File: src/rtl/dcp9_pkg.sv
// Package: shared constants and types for the two-section decade counter.
// Assumes one divide-by-two bit below a divide-by-five field.
package dcp9_pkg;
    localparam int QUINT_MOD = 5;
    localparam int QUINT_W   = $clog2(QUINT_MOD);
    localparam int COUNT_W   = QUINT_W + 1;
    localparam logic [QUINT_W-1:0] QUINT_PRESET = QUINT_W'(4);
    localparam logic               BIN_PRESET   = 1'b1;

    typedef enum logic [1:0] {
        CTRL_RUN    = 2'd0,
        CTRL_CLEAR  = 2'd1,
        CTRL_PRESET = 2'd2
    } ctrl_mode_e;
endpackage

File: src/rtl/dcp9_fall_detect.sv
// Module: synchronizes an asynchronous step input and emits a one-cycle
// pulse when it goes from 1 to 0. Assumes SYNC_STAGES >= 1. Registers
// clear to 0, so an input that is high at reset release gives no pulse.
module dcp9_fall_detect #(
    parameter int SYNC_STAGES = 2
) (
    input  logic clk,
    input  logic rst_n,
    input  logic step_in,
    output logic fall_pulse
);
    logic [SYNC_STAGES-1:0] sync_q;
    logic                   prev_q;

    // Shift the input through the synchronizer chain and keep the previous value.
    always_ff @(posedge clk) begin
        if (!rst_n) begin
            sync_q <= '0;
            prev_q <= 1'b0;
        end else begin
            sync_q[0] <= step_in;
            for (int i = 1; i < SYNC_STAGES; i++) begin
                sync_q[i] <= sync_q[i-1];
            end
            prev_q <= sync_q[SYNC_STAGES-1];
        end
    end

    // A falling edge is a 1 followed by a 0 at the end of the chain.
    always_comb fall_pulse = prev_q & ~sync_q[SYNC_STAGES-1];
endmodule

File: src/rtl/dcp9_ctrl_decode.sv
// Module: gates the clear and preset inputs (all inputs of a group must be
// high) and resolves priority. Preset is tested before clear.
module dcp9_ctrl_decode
    import dcp9_pkg::*;
#(
    parameter int GATE_N = 2
) (
    input  logic [GATE_N-1:0] clr_in,
    input  logic [GATE_N-1:0] pre_in,
    output ctrl_mode_e        mode
);
    // Select the active control; preset wins over clear.
    always_comb begin
        if (&pre_in)      mode = CTRL_PRESET;
        else if (&clr_in) mode = CTRL_CLEAR;
        else              mode = CTRL_RUN;
    end
endmodule

File: src/rtl/dcp9_count_stage.sv
// Module: one counting section. It wraps at MODULUS and is loaded with
// PRESET_VAL or zero while a control is active. Assumes MODULUS >= 2.
// A modulus of 2 gives a toggle bit.
module dcp9_count_stage
    import dcp9_pkg::*;
#(
    parameter int MODULUS = 5,
    parameter int WIDTH   = (MODULUS > 2) ? $clog2(MODULUS) : 1,
    parameter logic [WIDTH-1:0] PRESET_VAL = '0
) (
    input  logic             clk,
    input  logic             rst_n,
    input  ctrl_mode_e       mode,
    input  logic             step,
    output logic [WIDTH-1:0] value_q
);
    localparam logic [WIDTH-1:0] LAST = WIDTH'(MODULUS - 1);

    logic [WIDTH-1:0] next_val;

    // Choose the next value: forced value first, then a wrap or an increment.
    always_comb begin
        unique case (mode)
            CTRL_PRESET: next_val = PRESET_VAL;
            CTRL_CLEAR:  next_val = '0;
            default: begin
                if (!step)                next_val = value_q;
                else if (value_q == LAST) next_val = '0;
                else                      next_val = value_q + WIDTH'(1);
            end
        endcase
    end

    // Hold the section state.
    always_ff @(posedge clk) begin
        if (!rst_n) value_q <= '0;
        else        value_q <= next_val;
    end
endmodule

File: src/rtl/decade_counter_p9.sv
// Module: top of the two-section decade counter. It contains a divide-by-two
// section (bit 0) and a divide-by-five section (bits 3..1), each stepped by
// the falling edge of its own input. The output shows a forced value in the
// same cycle a gated control is asserted. Assumes all inputs may be
// asynchronous to clk.
module decade_counter_p9
    import dcp9_pkg::*;
#(
    parameter int SYNC_STAGES = 2
) (
    input  logic               clk,
    input  logic               rst_n,
    input  logic               step_x2,
    input  logic               step_x5,
    input  logic               clr_a,
    input  logic               clr_b,
    input  logic               pre_a,
    input  logic               pre_b,
    output logic [COUNT_W-1:0] count_q
);
    localparam int CHANNELS = 2;

    logic [CHANNELS-1:0] step_raw;
    logic [CHANNELS-1:0] step_fall;
    ctrl_mode_e          mode;
    logic                bin_q;
    logic [QUINT_W-1:0]  quint_q;

    // Collect the step inputs: channel 0 feeds the binary section, channel 1 the quinary one.
    always_comb step_raw = {step_x5, step_x2};

    for (genvar ch = 0; ch < CHANNELS; ch++) begin : g_edge
        dcp9_fall_detect #(.SYNC_STAGES(SYNC_STAGES)) u_fall (
            .clk       (clk),
            .rst_n     (rst_n),
            .step_in   (step_raw[ch]),
            .fall_pulse(step_fall[ch])
        );
    end

    dcp9_ctrl_decode #(.GATE_N(2)) u_ctrl (
        .clr_in({clr_b, clr_a}),
        .pre_in({pre_b, pre_a}),
        .mode  (mode)
    );

    dcp9_count_stage #(.MODULUS(2), .WIDTH(1), .PRESET_VAL(BIN_PRESET)) u_bin (
        .clk    (clk),
        .rst_n  (rst_n),
        .mode   (mode),
        .step   (step_fall[0]),
        .value_q(bin_q)
    );

    dcp9_count_stage #(.MODULUS(QUINT_MOD), .WIDTH(QUINT_W), .PRESET_VAL(QUINT_PRESET)) u_quint (
        .clk    (clk),
        .rst_n  (rst_n),
        .mode   (mode),
        .step   (step_fall[1]),
        .value_q(quint_q)
    );

    // Drive the output; an active control shows its forced value at once.
    always_comb begin
        unique case (mode)
            CTRL_PRESET: count_q = {QUINT_PRESET, BIN_PRESET};
            CTRL_CLEAR:  count_q = '0;
            default:     count_q = {quint_q, bin_q};
        endcase
    end
endmodule

File: config.mk
export PLATFORM = sky130hd
export DESIGN_NAME = decade_counter_p9
export DESIGN_NICKNAME = d
export VERILOG_FILES = /design/src/rtl/dcp9_pkg.sv /design/src/rtl/dcp9_fall_detect.sv /design/src/rtl/dcp9_ctrl_decode.sv /design/src/rtl/dcp9_count_stage.sv /design/src/rtl/decade_counter_p9.sv
export SDC_FILE = /design/constraint.sdc
export NUM_CORES = 1
export LEC_CHECK = 0
export BUFFER_PORTS_ARGS = -buffer_cell sky130_fd_sc_hd__buf_2
export CORE_UTILIZATION = 40
export DETAILED_ROUTE_END_ITERATION = 16
export GPL_TIMING_DRIVEN = 0
export PLACE_DENSITY = 0.67
export REMOVE_ABC_BUFFERS = 1
export SETUP_SLACK_MARGIN = 0.4
export SLEW_MARGIN = 40
export SYNTH_ARGS = -nofsm -noshare
export SYNTH_HDL_FRONTEND = slang
export SYNTH_HIERARCHICAL = 1
export SYNTH_SLANG_ARGS = --single-unit
File: constraint.sdc
create_clock -name clk -period 1.58 [get_ports clk]
set_clock_uncertainty 0.15 [all_clocks]
set_input_delay 0.079 -clock clk [delete_from_list [all_inputs] [get_ports clk]]
set_output_delay 0.079 -clock clk [all_outputs]
set_load 0.02 [all_outputs]
==> results of run 1 <==
cell families after synthesis:
kind of cell | share of synthesized area [%]
and+or+nand+nor | 31.3
DFF | 34.0
AOI/OAI and AO/OA | 11.5
buffers and inverters | 4.47
adders and majority gates | 14.9
muxes | 3.83
layer usage:
metal	wire (µm)	track usage (%)	vias up
met5	0	0	-
met4	14	10.0	0
met3	27	1.67	2
met2	553	20.2	12
met1	475	14.3	214
li1	-	-	243
cells in the mapped netlist, types with 2 or more instances:
master	instances	area share [%]
mux2_2	2	3.8
inv_1	7	4.5
and2_2	4	5.1
nor3_2	2	3.4
a21boi_1	2	2.6
o21a_1	2	2.6
ha_1	7	15
and2b_2	2	3.0
nand2_1	4	2.6
and2_1	4	4.3
dfxtp_1	10	34
flip-flops by register name (all words and copies together) (netlist names):
signal	count
g_edge.u_fall/prev_q	2
u_bin/value_q	1
g_edge.u_fall/sync_q	4
u_quint/value_q	3
repair_timing:
item | CTS | global route
setup buffers | 4 | 2
hold endpoints to repair | 7 | 0
pin swaps | 6 | 8
resized for setup | 24 | 7
setup endpoints to repair | 8 | 8
hold buffers | 3 | 0
how the worst max path moves through the flow:
stage               start                               to  slack [ps]  cells after the start
finish              pre_b                       count_q[3]         160                      7
global route        pre_b                       count_q[3]         120                      7
CTS                 pre_b                       count_q[3]         180                      7
detailed placement  pre_a                       count_q[3]        -140                      7
global placement    pre_a                       count_q[0]         -80                      7
floorplan           pre_a  u_quint/value_q[0]$_SDFFE_PN0P_         150                      7
critical path, delay by kind of cell:
kind	cells	cell delay (ps)
adder cells (fa/ha/maj)	1	280
buffers and inverters	3	270
multiplexers	1	300
AND/OR/NAND/NOR	2	260
power groups by stage:
| stage | Clock (mW) | Combinational, mW | Sequential, mW |
|---|---|---|---|
| 2_1_floorplan | 0 | 0.0921 | 0.278 |
| 3_3_place_gp | 0 | 0.117 | 0.280 |
| 3_5_place_dp | 0 | 0.120 | 0.280 |
| 4_1_cts | 0.231 | 0.173 | 0.276 |
| 5_1_grt | 0.237 | 0.208 | 0.278 |
| 6_report | 0.222 | 0.189 | 0.275 |
final cells by class:
cell class / instances / area, µm² / share of cell area [%]
Timing Repair Buffer: 20 / 165 / 18.3
Tap cell: 15 / 18.8 / 2.08
Multi-Input combinational cell: 42 / 448 / 49.7
Clock buffer: 4 / 36.3 / 4.03
Inverter: 7 / 26.3 / 2.92
Sequential cell: 10 / 206 / 22.9
through the flow:
step | util, % | power, mW
2_1_floorplan | - | 0.370
3_3_place_gp | 49.6 | 0.397
3_5_place_dp | 49.6 | 0.400
4_1_cts | 63.8 | 0.679
5_1_grt | 67.5 | 0.723
6_report | 67.5 | 0.686
layout by cell type (no fill, tap or decap), drive strengths merged, types with 2 or more instances in the layout:
master	n
and2b	2
nor2	2
clkbuf	4
a21boi	3
ha	7
inv	7
nand2	4
mux2	2
nor3	2
dfxtp	10
and2	9
buf	17
dlygate4sd3	3
o21a	2
==> flow_metrics.py, run 1 <==
metrics = {
    "die": {
        "core-area_um2": 1330,
        "dieHeight_um": 40.3,
        "die-area_um2": 1630,
        "rows": 13,
        "fp.dieW_um": 40.3,
        "boundaryPins": 12,
        "start_util_pct": 44.1,
    },
    "sta": {
        "hold_viol": 0,
        "whs_ps": 270,
        "worst_slack_ps": 162,
        "finalSetupViolations": 0,
        "maxSlewHeadroom_pct": 88.0,
        "final.period_utilization_pct": 89.8,
        "tightest_slew_ps": 180,
        "rsz0062_at_grt": "true",
        "min_period_ps": 1420,
        "tns_ps": 0,
        "max_freq_mhz": 705,
        "drv_slew": 0,
    },
    "worst_setup_path": {
        "arrival_ps": 1190,
        "crit_fanout": 3,
        "start_kind": "primary input",
        "max_stage_delay_ps": 300,
        "cpMostUsedCell": "buf_6",
        "cp-end-kind": "output port",
        "reg2reg_to": "u_quint/value_q[1]$_SDFFE_PN0P_",
        "cp_cell_sequence": "buf_6 -> and2_4 -> nor2_4 -> inv_2 -> ha_4 -> mux2_4 -> buf_6",
        "path_class": "primary input to output port",
        "r2r-start": "g_edge[1].u_fall/sync_q[1]$_SDFF_PN0_",
        "rrSetupSlack_ps": 230,
        "crit_required_ps": 1350,
        "worst-r2r-cell-count": 4,
        "cpMaxStageDelayCell": "mux2_4",
    },
    "place": {
        "detailed_place.area_um2": 662,
        "place.gp.congestion": 0.649,
        "dp_hpwl_um": 653,
        "port_buffers": 11,
        "preCtsSetupSlack_ps": -136,
        "dp_cells": 85,
    },
    "synthesis": {
        "avgSynthCellArea_um2": 9.97,
        "ys.flop_type": "dfxtp_1",
        "ys_warn_count": 6,
        "synthArstFlopShare_pct": 0,
        "ys_types": 24,
        "synth-seq-cells": 10,
        "syn-cell-area_um2": 588,
        "yosysSeqAreaShare_pct": 34.0,
        "syn_inst": 59,
        "synth_edf_count": 0,
    },
    "run": {
        "max_cap_viol_count": 0,
    },
    "cells_and_area": {
        "area_delta_synth_final_pct": 53.2,
        "fillers": 92,
        "final_cell_area_um2": 901,
        "layout.cells.non_filler": 98,
        "diodes": 0,
        "layout-drive-gt1-share_pct": 60.2,
        "fin_nets": 99,
    },
    "cts": {
        "htreeDepth": 1,
        "cts_tree": "built",
        "clockRootBuffer": "clkbuf_4",
        "path_clk_slew_ps": 70,
        "cts_buffers": 3,
        "clk_latency_ps": 260,
        "clock_path_buffers": 2,
        "cts_sinks": 10,
    },
    "routing": {
        "drt_first_pass_iters": 2,
        "dr_total_vias": 471,
        "drc": 0,
        "wl_per_cell_um": 10.9,
        "drt_iter0_drc": 2,
        "ant_nets": 0,
        "viasPerCell": 4.81,
        "route.final.wire_length_mm": 1.07,
    },
    "power_and_ir_drop": {
        "internal-power_mw": 0.516,
        "peakVddDrop_mv": 0.498,
        "netSwitchingPower_mw": 0.170,
        "netSwitchingFraction_pct": 24.8,
        "clkPwrFrac_pct": 32.3,
        "combPwrFrac_pct": 27.5,
        "seq_power_share_pct": 40.1,
        "power.leakage_nw": 0.382,
        "power_density_nw_per_um2": 762,
    },
    "global_routing": {
        "antenna_found_initial": 0,
        "gr-total-overflow": 0,
        "grt_first_pass_wirelength_mm": 1.30,
        "first_global_vias": 337,
        "grt_max_degree": 11,
        "track_usage_pct": 12.4,
    },
    "worst_hold_path": {
        "min_from": "g_edge[1].u_fall/sync_q[0]$_SDFF_PN0_",
        "worstHoldPathCells": 1,
        "holdCritPathClass": "flop to flop",
        "hold_end": "g_edge[1].u_fall/sync_q[1]$_SDFF_PN0_",
    },
    "run_status": {
        "outcome": "completed",
    },
}
No activity file was read; power rests on OpenSTA's default activity.
==> run 2: changes to the inputs <==
--- a/config.mk
+++ b/config.mk
@@ -6,10 +6,11 @@
 export NUM_CORES = 1
 export LEC_CHECK = 0
 export BUFFER_PORTS_ARGS = -buffer_cell sky130_fd_sc_hd__buf_2
-export CORE_UTILIZATION = 40
+export CORE_AREA = 2 2 39 41
 export DETAILED_ROUTE_END_ITERATION = 16
+export DIE_AREA = 0 0 41 43
 export GPL_TIMING_DRIVEN = 0
-export PLACE_DENSITY = 0.67
+export PLACE_DENSITY = 0.72
 export REMOVE_ABC_BUFFERS = 1
 export SETUP_SLACK_MARGIN = 0.4
 export SLEW_MARGIN = 40
==> run 2 against run 1 <==
Compared with the run above:
- die area is 8.3% higher
- setup slack better by 3.3 ps
- first-iteration DRC count is 100% lower
- critical path type unchanged
- critical endpoint unchanged
- largest power group unchanged
==> flow_metrics.py, run 2 (synthesized netlist as in run 1, its figures left out) <==
metrics = {
    "run_status": {
        "outcome": "completed",
    },
    "global_routing": {
        "track_usage_pct": 15.4,
        "antenna_found_initial": 0,
        "first_global_vias": 482,
        "gr-total-overflow": 0,
        "grt_max_degree": 11,
        "grt_first_pass_wirelength_mm": 1.80,
    },
    "power_and_ir_drop": {
        "clkPwrFrac_pct": 31.8,
        "combPwrFrac_pct": 28.3,
        "power.leakage_nw": 0.381,
        "netSwitchingFraction_pct": 24.8,
        "power_density_nw_per_um2": 765,
        "power_mw": 0.692,
        "peakVddDrop_mv": 0.489,
        "internal-power_mw": 0.521,
        "seq_power_share_pct": 39.9,
        "netSwitchingPower_mw": 0.172,
    },
    "cts": {
        "htreeDepth": 1,
        "cts_tree": "built",
        "cts_buffers": 3,
        "clockRootBuffer": "clkbuf_4",
        "clk_latency_ps": 260,
        "cts_sinks": 10,
        "clock_path_buffers": 2,
        "path_clk_slew_ps": 60,
    },
    "routing": {
        "drc": 0,
        "wl_per_cell_um": 11.1,
        "ant_nets": 0,
        "route.final.wire_length_mm": 1.09,
        "drt_iter0_drc": 0,
        "drt_first_pass_iters": 1,
        "viasPerCell": 4.75,
        "dr_total_vias": 470,
    },
    "worst_setup_path": {
        "crit_path_start": "pre_b",
        "arrival_ps": 1190,
        "cp-end-kind": "output port",
        "crit_path_end": "count_q[3]",
        "start_kind": "primary input",
        "rrSetupSlack_ps": 260,
        "worst-r2r-cell-count": 4,
        "crit_fanout": 3,
        "r2r-start": "g_edge[1].u_fall/sync_q[1]$_SDFF_PN0_",
        "reg2reg_to": "u_quint/value_q[1]$_SDFFE_PN0P_",
        "path_class": "primary input to output port",
        "crit_required_ps": 1350,
    },
    "place": {
        "place.gp.congestion": 0.677,
        "dp_cells": 86,
        "dp_hpwl_um": 683,
        "detailed_place.area_um2": 663,
        "port_buffers": 11,
    },
    "die": {
        "dieHeight_um": 43,
        "start_util_pct": 42.5,
        "rows": 14,
        "die-area_um2": 1760,
        "fp.dieW_um": 41,
        "boundaryPins": 12,
        "core-area_um2": 1380,
    },
    "sta": {
        "maxSlewHeadroom_pct": 87.1,
        "tns_ps": 0,
        "finalSetupViolations": 0,
        "rsz0062_at_grt": "true",
        "hold_viol": 0,
        "drv_slew": 0,
        "final.period_utilization_pct": 89.6,
        "tightest_slew_ps": 193,
        "min_period_ps": 1410,
        "max_freq_mhz": 707,
    },
    "run": {
        "max_cap_viol_count": 0,
    },
    "worst_hold_path": {
        "holdCritPathClass": "flop to flop",
    },
    "cells_and_area": {
        "layout.cells.non_filler": 99,
        "area_delta_synth_final_pct": 53.8,
        "fillers": 114,
        "mostFrequentLayoutCells": "6 x dfxtp_1, 6 x buf_2, 5 x buf_6, 5 x buf_4, 5 x inv_1",
        "diodes": 0,
        "multi_input_area_um2": 443,
        "largest_reg_flops": 4,
        "ff_latch_area_um2": 205,
        "final_cell_area_um2": 905,
        "largestRegisters": "g_edge.u_fall/sync_q: 4 flops, u_quint/value_q: 3 flops, g_edge.u_fall/prev_q: 2 flops",
        "fin_util_pct": 65.4,
        "layout-drive-gt1-share_pct": 61.4,
        "fin_nets": 99,
        "max_flop_register": "g_edge.u_fall/sync_q",
    },
}
## run 2: worst min-delay path by stage
stage          cells after the start                                     to                                   from  slack, ps
2_1_floorplan                      1             u_bin/value_q$_SDFFE_PN0P_                                  rst_n         50
3_3_place_gp                       2  g_edge[1].u_fall/sync_q[0]$_SDFF_PN0_                                step_x5        140
3_5_place_dp                       2  g_edge[1].u_fall/sync_q[0]$_SDFF_PN0_                                step_x5        140
4_1_cts                            1  g_edge[1].u_fall/sync_q[1]$_SDFF_PN0_  g_edge[1].u_fall/sync_q[0]$_SDFF_PN0_        280
5_1_grt                            1  g_edge[1].u_fall/sync_q[1]$_SDFF_PN0_  g_edge[1].u_fall/sync_q[0]$_SDFF_PN0_        300
6_report                           1  g_edge[1].u_fall/sync_q[1]$_SDFF_PN0_  g_edge[1].u_fall/sync_q[0]$_SDFF_PN0_        280
## run 2: per-stage QoR
step | setup slack [ps] | hold WS (ps)
floorplan | 146 | 46.6
global placement | -102 | 137
detailed placement | -108 | 140
CTS | 169 | 284
global route | 128 | 298
finish | 165 | 277
## run 2: metal layers
metal	GRT usage (%)	routed length [µm]
met5	0	0
met4	12.0	0
met3	1.57	32
met2	25.9	625
met1	15.8	436
## run 2: area by class of cell
class / instances / area share [%]
clock buffers: 4 / 4.01
flip-flops and latches: 10 / 22.7
well taps: 16 / 2.21
repair buffers: 20 / 19.2
inverters: 7 / 2.90
multi-input cells: 42 / 49.0
## run 2: critical path, stage by stage
cell	delay, ps
buf_6	90
and2_4	160
nor2_4	90
inv_2	50
ha_4	280
mux2_4	300
buf_6	130
## run 2: repair_timing
item | 4_1_cts | 5_1_grt
endpoints found under the hold margin | 9 | 0
buffers inserted | 6 | 0
gates resized for setup | 27 | 2
hold buffers | 3 | 0
endpoints found under the setup margin | 8 | 8
pin swaps | 15 | 3
## run 2: power by group through the flow
stage / sequential, mW / clock (mW) / combinational, mW
floorplan: 0.278 / 0 / 0.0921
global placement: 0.279 / 0 / 0.118
CTS: 0.275 / 0.236 / 0.194
finish: 0.276 / 0.220 / 0.196
global route: 0.277 / 0.242 / 0.212
detailed placement: 0.280 / 0 / 0.121
